File: src/rtl/prc_pkg.sv
package prc_pkg;
   typedef enum logic [1:0] {
      LS_SE0 = 2'b00,
      LS_J   = 2'b01,
      LS_K   = 2'b10,
      LS_RSV = 2'b11
   } prc_line_e;

   function automatic logic is_k(input logic [1:0] ls);
      return ls == LS_K;
   endfunction

   function automatic logic is_j(input logic [1:0] ls);
      return ls == LS_J;
   endfunction
endpackage

File: src/rtl/prc_kfilter.sv
module prc_kfilter
   import prc_pkg::*;
#(
   parameter int KFILT_LEN = 2
) (
   input  logic       clk,
   input  logic       rst_n,
   input  logic [1:0] line_state,
   input  logic       arm_clr,
   output logic       j_armed,
   output logic       k_steady
);
   if (KFILT_LEN < 1) begin : g_bad_len
      $error("prc_kfilter: KFILT_LEN must be at least 1");
   end

   logic arm_q;

   always_ff @(posedge clk or negedge rst_n) begin
      if (!rst_n)                arm_q <= 1'b0;
      else if (arm_clr)          arm_q <= 1'b0;
      else if (is_j(line_state)) arm_q <= 1'b1;
   end
   assign j_armed = arm_q;

   if (KFILT_LEN == 1) begin : g_single
      logic k_q;
      always_ff @(posedge clk or negedge rst_n) begin
         if (!rst_n) k_q <= 1'b0;
         else        k_q <= is_k(line_state);
      end
      assign k_steady = k_q;
   end else begin : g_shift
      logic [KFILT_LEN-1:0] k_sr;
      always_ff @(posedge clk or negedge rst_n) begin
         if (!rst_n) k_sr <= '0;
         else        k_sr <= {k_sr[KFILT_LEN-2:0], is_k(line_state)};
      end
      assign k_steady = &k_sr;
   end
endmodule

File: src/rtl/prc_resume_core.sv
module prc_resume_core #(
   parameter int RESUME_CYCLES = 2_500_000
) (
   input  logic clk,
   input  logic rst_n,
   input  logic port_power,
   input  logic sw_set,
   input  logic wake,
   input  logic hs_mode,
   output logic fres_q,
   output logic pcd_q,
   output logic idle_q,
   output logic idle_hs_q
);
   localparam int RES_W = (RESUME_CYCLES > 2) ? $clog2(RESUME_CYCLES) : 1;
   localparam logic [RES_W-1:0] RES_LAST = RES_W'(RESUME_CYCLES - 1);

   if (RESUME_CYCLES < 2) begin : g_bad_res
      $error("prc_resume_core: RESUME_CYCLES must be at least 2");
   end

   logic [RES_W-1:0] res_cnt;

   always_ff @(posedge clk or negedge rst_n) begin
      if (!rst_n) begin
         fres_q    <= 1'b0;
         pcd_q     <= 1'b0;
         idle_q    <= 1'b0;
         idle_hs_q <= 1'b0;
         res_cnt   <= '0;
      end else begin
         pcd_q  <= 1'b0;
         idle_q <= 1'b0;
         if (!port_power) begin
            fres_q  <= 1'b0;
            res_cnt <= '0;
         end else if (fres_q) begin
            if (res_cnt == RES_LAST) begin
               fres_q    <= 1'b0;
               res_cnt   <= '0;
               idle_q    <= 1'b1;
               idle_hs_q <= hs_mode;
            end else begin
               res_cnt <= res_cnt + 1'b1;
            end
         end else if (wake) begin
            fres_q  <= 1'b1;
            res_cnt <= '0;
            pcd_q   <= 1'b1;
         end else if (sw_set) begin
            fres_q  <= 1'b1;
            res_cnt <= '0;
         end
      end
   end
endmodule

File: src/rtl/prc_sof_gen.sv
module prc_sof_gen #(
   parameter int UFRAME_CYCLES = 15_625
) (
   input  logic clk,
   input  logic rst_n,
   input  logic run_stop,
   output logic tick_q
);
   localparam int UF_W = (UFRAME_CYCLES > 2) ? $clog2(UFRAME_CYCLES) : 1;
   localparam logic [UF_W-1:0] UF_LAST = UF_W'(UFRAME_CYCLES - 1);

   if (UFRAME_CYCLES < 2) begin : g_bad_uf
      $error("prc_sof_gen: UFRAME_CYCLES must be at least 2");
   end

   logic [UF_W-1:0] uf_cnt;

   always_ff @(posedge clk or negedge rst_n) begin
      if (!rst_n) begin
         uf_cnt <= '0;
         tick_q <= 1'b0;
      end else if (!run_stop) begin
         uf_cnt <= '0;
         tick_q <= 1'b0;
      end else if (uf_cnt == UF_LAST) begin
         uf_cnt <= '0;
         tick_q <= 1'b1;
      end else begin
         uf_cnt <= uf_cnt + 1'b1;
         tick_q <= 1'b0;
      end
   end
endmodule

File: src/rtl/usb_port_resume_ctl.sv
module usb_port_resume_ctl #(
   parameter int RESUME_CYCLES = 2_500_000,
   parameter int UFRAME_CYCLES = 15_625,
   parameter int SOF_GAP_LIMIT = 375_000,
   parameter int KFILT_LEN     = 2
) (
   input  logic       clk,
   input  logic       rst_n,
   input  logic       reg_wr,
   input  logic       reg_wdata_fres,
   input  logic       port_suspended,
   input  logic       port_power,
   input  logic [1:0] line_state,
   input  logic       hs_mode,
   input  logic       run_stop,
   output logic       fres_rd,
   output logic       k_drive,
   output logic       pcd_set,
   output logic       idle_pulse,
   output logic       idle_hs,
   output logic       sof_tick
);
   if (UFRAME_CYCLES > SOF_GAP_LIMIT) begin : g_bad_gap
      $error("usb_port_resume_ctl: microframe longer than the post-resume frame limit");
   end

   logic fres_q;
   logic j_armed;
   logic k_steady;
   logic wake;

   assign wake = port_power & port_suspended & j_armed & k_steady & ~fres_q;

   prc_kfilter #(.KFILT_LEN(KFILT_LEN)) u_kfilt (
      .clk        (clk),
      .rst_n      (rst_n),
      .line_state (line_state),
      .arm_clr    (fres_q | wake),
      .j_armed    (j_armed),
      .k_steady   (k_steady)
   );

   prc_resume_core #(.RESUME_CYCLES(RESUME_CYCLES)) u_core (
      .clk        (clk),
      .rst_n      (rst_n),
      .port_power (port_power),
      .sw_set     (reg_wr & reg_wdata_fres),
      .wake       (wake),
      .hs_mode    (hs_mode),
      .fres_q     (fres_q),
      .pcd_q      (pcd_set),
      .idle_q     (idle_pulse),
      .idle_hs_q  (idle_hs)
   );

   prc_sof_gen #(.UFRAME_CYCLES(UFRAME_CYCLES)) u_sof (
      .clk      (clk),
      .rst_n    (rst_n),
      .run_stop (run_stop),
      .tick_q   (sof_tick)
   );

   assign fres_rd = fres_q & port_power;
   assign k_drive = fres_q & port_power;
endmodule

File: config.mk
export PLATFORM = sky130hd
export DESIGN_NAME = usb_port_resume_ctl
export DESIGN_NICKNAME = d
export VERILOG_FILES = /design/src/rtl/prc_pkg.sv /design/src/rtl/prc_kfilter.sv /design/src/rtl/prc_resume_core.sv /design/src/rtl/prc_sof_gen.sv /design/src/rtl/usb_port_resume_ctl.sv
export SDC_FILE = /design/constraint.sdc
export NUM_CORES = 1
export LEC_CHECK = 0
export ABC_CLOCK_PERIOD_IN_PS = 3350
export BUFFER_PORTS_ARGS = -buffer_cell sky130_fd_sc_hd__buf_2
export CAP_MARGIN = 20
export CORE_MARGIN = 2
export CORE_UTILIZATION = 64
export CTS_CLUSTER_SIZE = 8
export DETAILED_ROUTE_END_ITERATION = 8
export PLACE_DENSITY = 0.84
export SLEW_MARGIN = 15
export SYNTH_ARGS = -nofsm -noshare
export SYNTH_HDL_FRONTEND = slang
export SYNTH_SLANG_ARGS = --single-unit
File: constraint.sdc
create_clock -name clk -period 3.35 [get_ports clk]
set_input_delay 0.1675 -clock clk [delete_from_list [all_inputs] [get_ports clk]]
set_output_delay 0.1675 -clock clk [all_outputs]
set_load 0.05 [all_outputs]
# Word-level counts from Yosys, hierarchy flattened
# Index checks and enable logic that the tools add are counted.
classes:
  mul: 0
  n_addsub: 2
  shifts: 0
  div: 0
  magnitude_cmp: 0
  n_bitwise: 8
  mux: 22
  n_eq_ne: 5
  reduce_logical: 3
op_table:
  columns: ["op", "n"]
  rows:
  - ["$mux W22", 5]
  - ["$mux W14", 2]
  - ["$add A22 B1 Y22 const B", 1]
  - ["$eq A22 B22 Y1 const B", 1]
  - ["$mux W1", 15]
  - ["$add A14 B1 Y14 const B", 1]
  - ["$eq A14 B14 Y1 const B", 1]
  - ["$and A1 B1 Y1", 6]
  - ["$ne A4 B1 Y1 const B", 1]
  - ["$reduce_and A3 Y1", 1]
  - ["$eq A2 B1 Y1 const B", 1]
  - ["$eq A2 B2 Y1 const B", 1]
  - ["$reduce_and A2 Y1", 1]
  - ["$reduce_bool A2 Y1", 1]
  - ["$not A1 Y1", 1]
  - ["$or A1 B1 Y1", 1]
totals:
  mem_count: 0
  regBits: 44
  romBits: 0
  out_inout_bits: 6
  latchBits: 0
  wordCells: 49
  ram_bits: 0

# Logic depth before layout (Yosys ltp)
depth:
  ltp_word: 7
  depth_mapped: 8
  mapped_depth_nobuf: 7

# Hierarchy
# A second synthesis with hierarchy kept.
hier_totals:
  hier_cells: 229
  area_unflattened_um2: 2294.7
modules_own_cells:
  columns: ["mod", "n_inst", "cells_per_inst", "area_per_inst_um2"]
  rows:
  - ["prc_resume_core", 1, 140, 1401.3]
  - ["prc_sof_gen", 1, 75, 749.5]
  - ["prc_kfilter", 1, 8, 106.4]
  - ["usb_port_resume_ctl", 1, 6, 37.5]

# Least setup slack after synthesis
# Ideal clock, no wire load.
synth_timing:
  path_type: "reg-to-reg"
  start: "register u_core.res_cnt[16]"
  end: "register u_core.res_cnt[1]"
  arrival_time_ps: 1884
  slack_ps: 1345
  path_stages_with_launch: 7
  path_buffers: 2
  setup_ps: 121
  required_time_ps: 3229
  cell_sequence: "dfrtp_1 or4_4 nor4b_4 a31oi_1 buf_6 buf_6 a22o_1"
synth_between:
  elab_chain_cells: 4
synth_rtl:
  columns: ["item", "line_no", "rtl"]
  rows:
  - ["start: declaration", "prc_resume_core.sv:22", "logic [RES_W-1:0] res_cnt;"]
  - ["start signal: assignment", "prc_resume_core.sv:44", "res_cnt <= res_cnt + 1'b1;"]
  - ["$eq A22 B22 Y1", "prc_resume_core.sv:38", "if (res_cnt == RES_LAST) begin"]
  - ["$mux W22", "prc_resume_core.sv:38", null]
  - ["$mux W22", "prc_resume_core.sv:37", "end else if (fres_q) begin"]
  - ["$mux W22", "prc_resume_core.sv:34", "if (!port_power) begin"]
# Every way passes these cells.
# A chain may end at the register's enable or synchronous reset.

# Worst setup path after layout
layout_timing:
  start: "register u_core.res_cnt[16]"
  end: "register u_core.res_cnt[12]"
# Same word-level chain as after synthesis.

==> metrics <==
status finished, final reports clean; Synth cell types 34; worst-case clock buffer depth 2; die footprint 3990 sq um; setup TNS 0 ns; routed wire length roughly 4.4 mm; cell row count 21; CP endpoint kind register; Routed WL per cell 14.6 microns; critical path's slowest cell or4_4; Final ANT Viol Nets 0; routed vias 1836; Congestion Overflow GR 0; CP Max Fanout 24; num ports 16; beginning of the critical path u_core.res_cnt[16]; Die W 63.2 microns; crit path buf inv count 1; cts bufs inserted 5; Max Cap Viol 0; Yosys top cell area share 0.491; worst hold path class input port to register; Detailed Routing Iterations Pass 1 4; IO buf count 15; Pwr per Cell Area ~390 nW/um^2; initial core utilization 0.672; clk root buf clkbuf_4; largest net degree at the start of global routing 45; Fill cells 257; first-pass GRT wire length 7.76 mm; Yosys reg bits 44; post-synthesis cell area 2240 sq um; kind of critical path register to register; initial antenna violation count 0; Tot GR Track Use 0.246; hold_sp run_stop; R2R Setup Slk 0.89 ns; vias per cell 6.02; initial DRC count 99; commonest non-fill, non-tap cell in the layout dfrtp_1; clock sinks 44; reg2reg start u_core.res_cnt[16]; Clock Power Share 0.361; mux contribution to synthesized area 0.0190; ANT cells 0; CP cell instances or4_4 -> nor4b_4 -> a31oi_2 -> buf_4 -> a41oi_1 -> a31oi_1; crit-path max cell delay 0.57 ns; most frequent cells in the layout dfrtp_1, nand2_1, nor2_1; Final nets 271; GPL Wtd Cong 0.828; slew of the pin with the lowest slew margin 0.940 ns; crit share post-route 0.735; Synth Area in Simple Gates 0.258; clock period minus worst slack 2.46 ns; Clock Latency Late Sink 0.35 ns; final setup violation count 0; Layout area overhead 9.38%; Avg Inst Size Synth 9.30 sq um; RSZ-0062 raised after global routing no; top cells by area, synth dfrtp_1, a31oi_1, nand2_1, nor2_1, nand3_1; Critical Path Source Type register; Critical Path RT about 3.6 ns; Max Clock Skew ~0.016 ns; total power approximately 960 uW; Leak 0.00104 uW; share of post-route cells with drive strength above 1 0.120; worst vdd ir between 0.0003 and 0.0004 V; critical path's top delay family simple AND/OR/NAND/NOR gates; die height 63.2 microns; CTS resizes 0; Hold Vio Cnt, Final 0; Internal 739 uW; combinational power share 0.067; Final Max Tran Viols 0; area of the core 3340 sq um; htree depth 2; sequential area share after synthesis 0.491; post-DP HPWL just over 3 mm; TritonCTS clock tree yes; post-synthesis compound-gate area fraction 0.132; Adder-Cell Fraction of Synth Area 0.0168; Synth warnings 0; Residual DRC 0; max_slew headroom 0.373; cell count after synthesis 241; Synth Area in XOR/XNOR 0.0469; Switch Pwr 220 uW; Worst-path clk slew between 0.1 and 0.15 ns; switching share of power 0.230; Syn Nets 254; # hold bufs at CTS 2; Max Fclk 406 MHz; post-synth top area cell dfrtp_1; Post-CTS Setup Bufs 0; largest family of logic cells by synthesized area simple AND/OR/NAND/NOR gates; Seq pwr share 0.571; Critical Path AT 2.67 ns; vias in the first global route 1757
[metal layers]
layer | GRT usage | up-vias | wire length [microns]
met5 | 0 | - | 0
met4 | 0.0978 | 0 | 69
met3 | 0.0554 | 8 | 195
met2 | 0.412 | 55 | 2160
met1 | 0.311 | 858 | 2010
li1 | - | 915 | -
[state kept, by name (all words and copies together) (netlist names)]
signal	count
u_core.pcd_q	1
u_core.res_cnt	22
u_core.idle_q	1
u_sof.uf_cnt	14
u_kfilt.j_armed	1
u_sof.tick_q	1
u_core.fres_q	1
u_core.idle_hs_q	1
u_kfilt.g_shift.k_sr	2
[synthesized netlist by cell type]
cell type / n
a21oi_1: 11
a22o_1: 1
a31oi_1: 22
a41oi_1: 4
and2_1: 3
and3_1: 5
and4_1: 3
buf_2: 1
buf_4: 1
buf_6: 2
clkbuf_1: 5
dfrtp_1: 44
ha_1: 3
inv_1: 7
mux2_2: 2
mux2i_1: 2
nand2_1: 32
nand2b_1: 2
nand3_1: 17
nand3b_1: 1
nand4_1: 9
nand4bb_1: 1
nor2_1: 25
nor2b_1: 2
nor3_1: 6
nor4_1: 4
nor4_2: 1
nor4b_4: 1
o21a_1: 1
o21ai_0: 9
o31ai_1: 1
or4_4: 1
xnor2_1: 4
xor2_1: 8
[stage by stage]
step | hold WS [ns] | worst slack (ns) | area (sq um) | cells | utilization
after floorplan | -0.128 | 1.35 | 2240 | 241 | -
after global placement | 0.331 | 1.04 | 2340 | 295 | 0.702
after detailed placement | 0.334 | 0.932 | 2340 | 295 | 0.702
after CTS | 0.0262 | 0.909 | 2450 | 305 | 0.735
after global routing | 0.0244 | 0.746 | 2450 | 305 | 0.735
final | 0.0354 | 0.888 | 2450 | 305 | 0.735
[cells by family (layout without fill, tap and decap cells)]
| family | after synthesis | in the layout |
|---|---|---|
| adder cells (fa/ha/maj) | 3 | 3 |
| AO/OA/AOI/OAI | 49 | 49 |
| buffers and inverters | 16 | 34 |
| AND/OR/NAND/NOR | 113 | 113 |
| multiplexers | 4 | 4 |
| XOR/XNOR | 12 | 12 |
| flip-flops | 44 | 44 |
[cell type report]
| class | count | area, sq um | area share |
|---|---|---|---|
| sequential | 44 | 1100 | 0.449 |
| clock inverter | 2 | 38.8 | 0.0158 |
| timing repair buffer | 19 | 110 | 0.0449 |
| inverter | 7 | 26.3 | 0.0107 |
| clock buffer | 6 | 51.3 | 0.0209 |
| tap | 46 | 57.6 | 0.0235 |
| multi-input combinational | 181 | 1070 | 0.435 |
[power by group through the flow]
stage | clock network, uW | logic, uW | registers [uW]
after floorplan | 0 | 40.3 | 556
after global placement | 0 | 61.0 | 557
after detailed placement | 0 | 63.5 | 558
after CTS | 354 | 65.3 | 548
after global routing | 370 | 72.7 | 549
final | 347 | 64.3 | 548
[worst reg2reg max path, delay by kind of cell (launching register included)]
kind / cells / cell delay (ns)
AOI/OAI and AO/OA: 3 / 0.65
buffers and inverters: 1 / 0.33
DFF: 1 / 0.47
and+or+nand+nor: 2 / 0.89
[worst paths after layout]
kind,to,cells after the start
worst min register to register,u_kfilt.g_shift.k_sr[1],0
worst max register to register,u_core.res_cnt[12],6
worst min-delay path,u_sof.tick_q,3
worst max-delay path,u_core.res_cnt[12],6
min in group asynchronous,u_core.fres_q,2
max in group asynchronous,u_sof.uf_cnt[0],2
(Power assumes the default switching activity.)
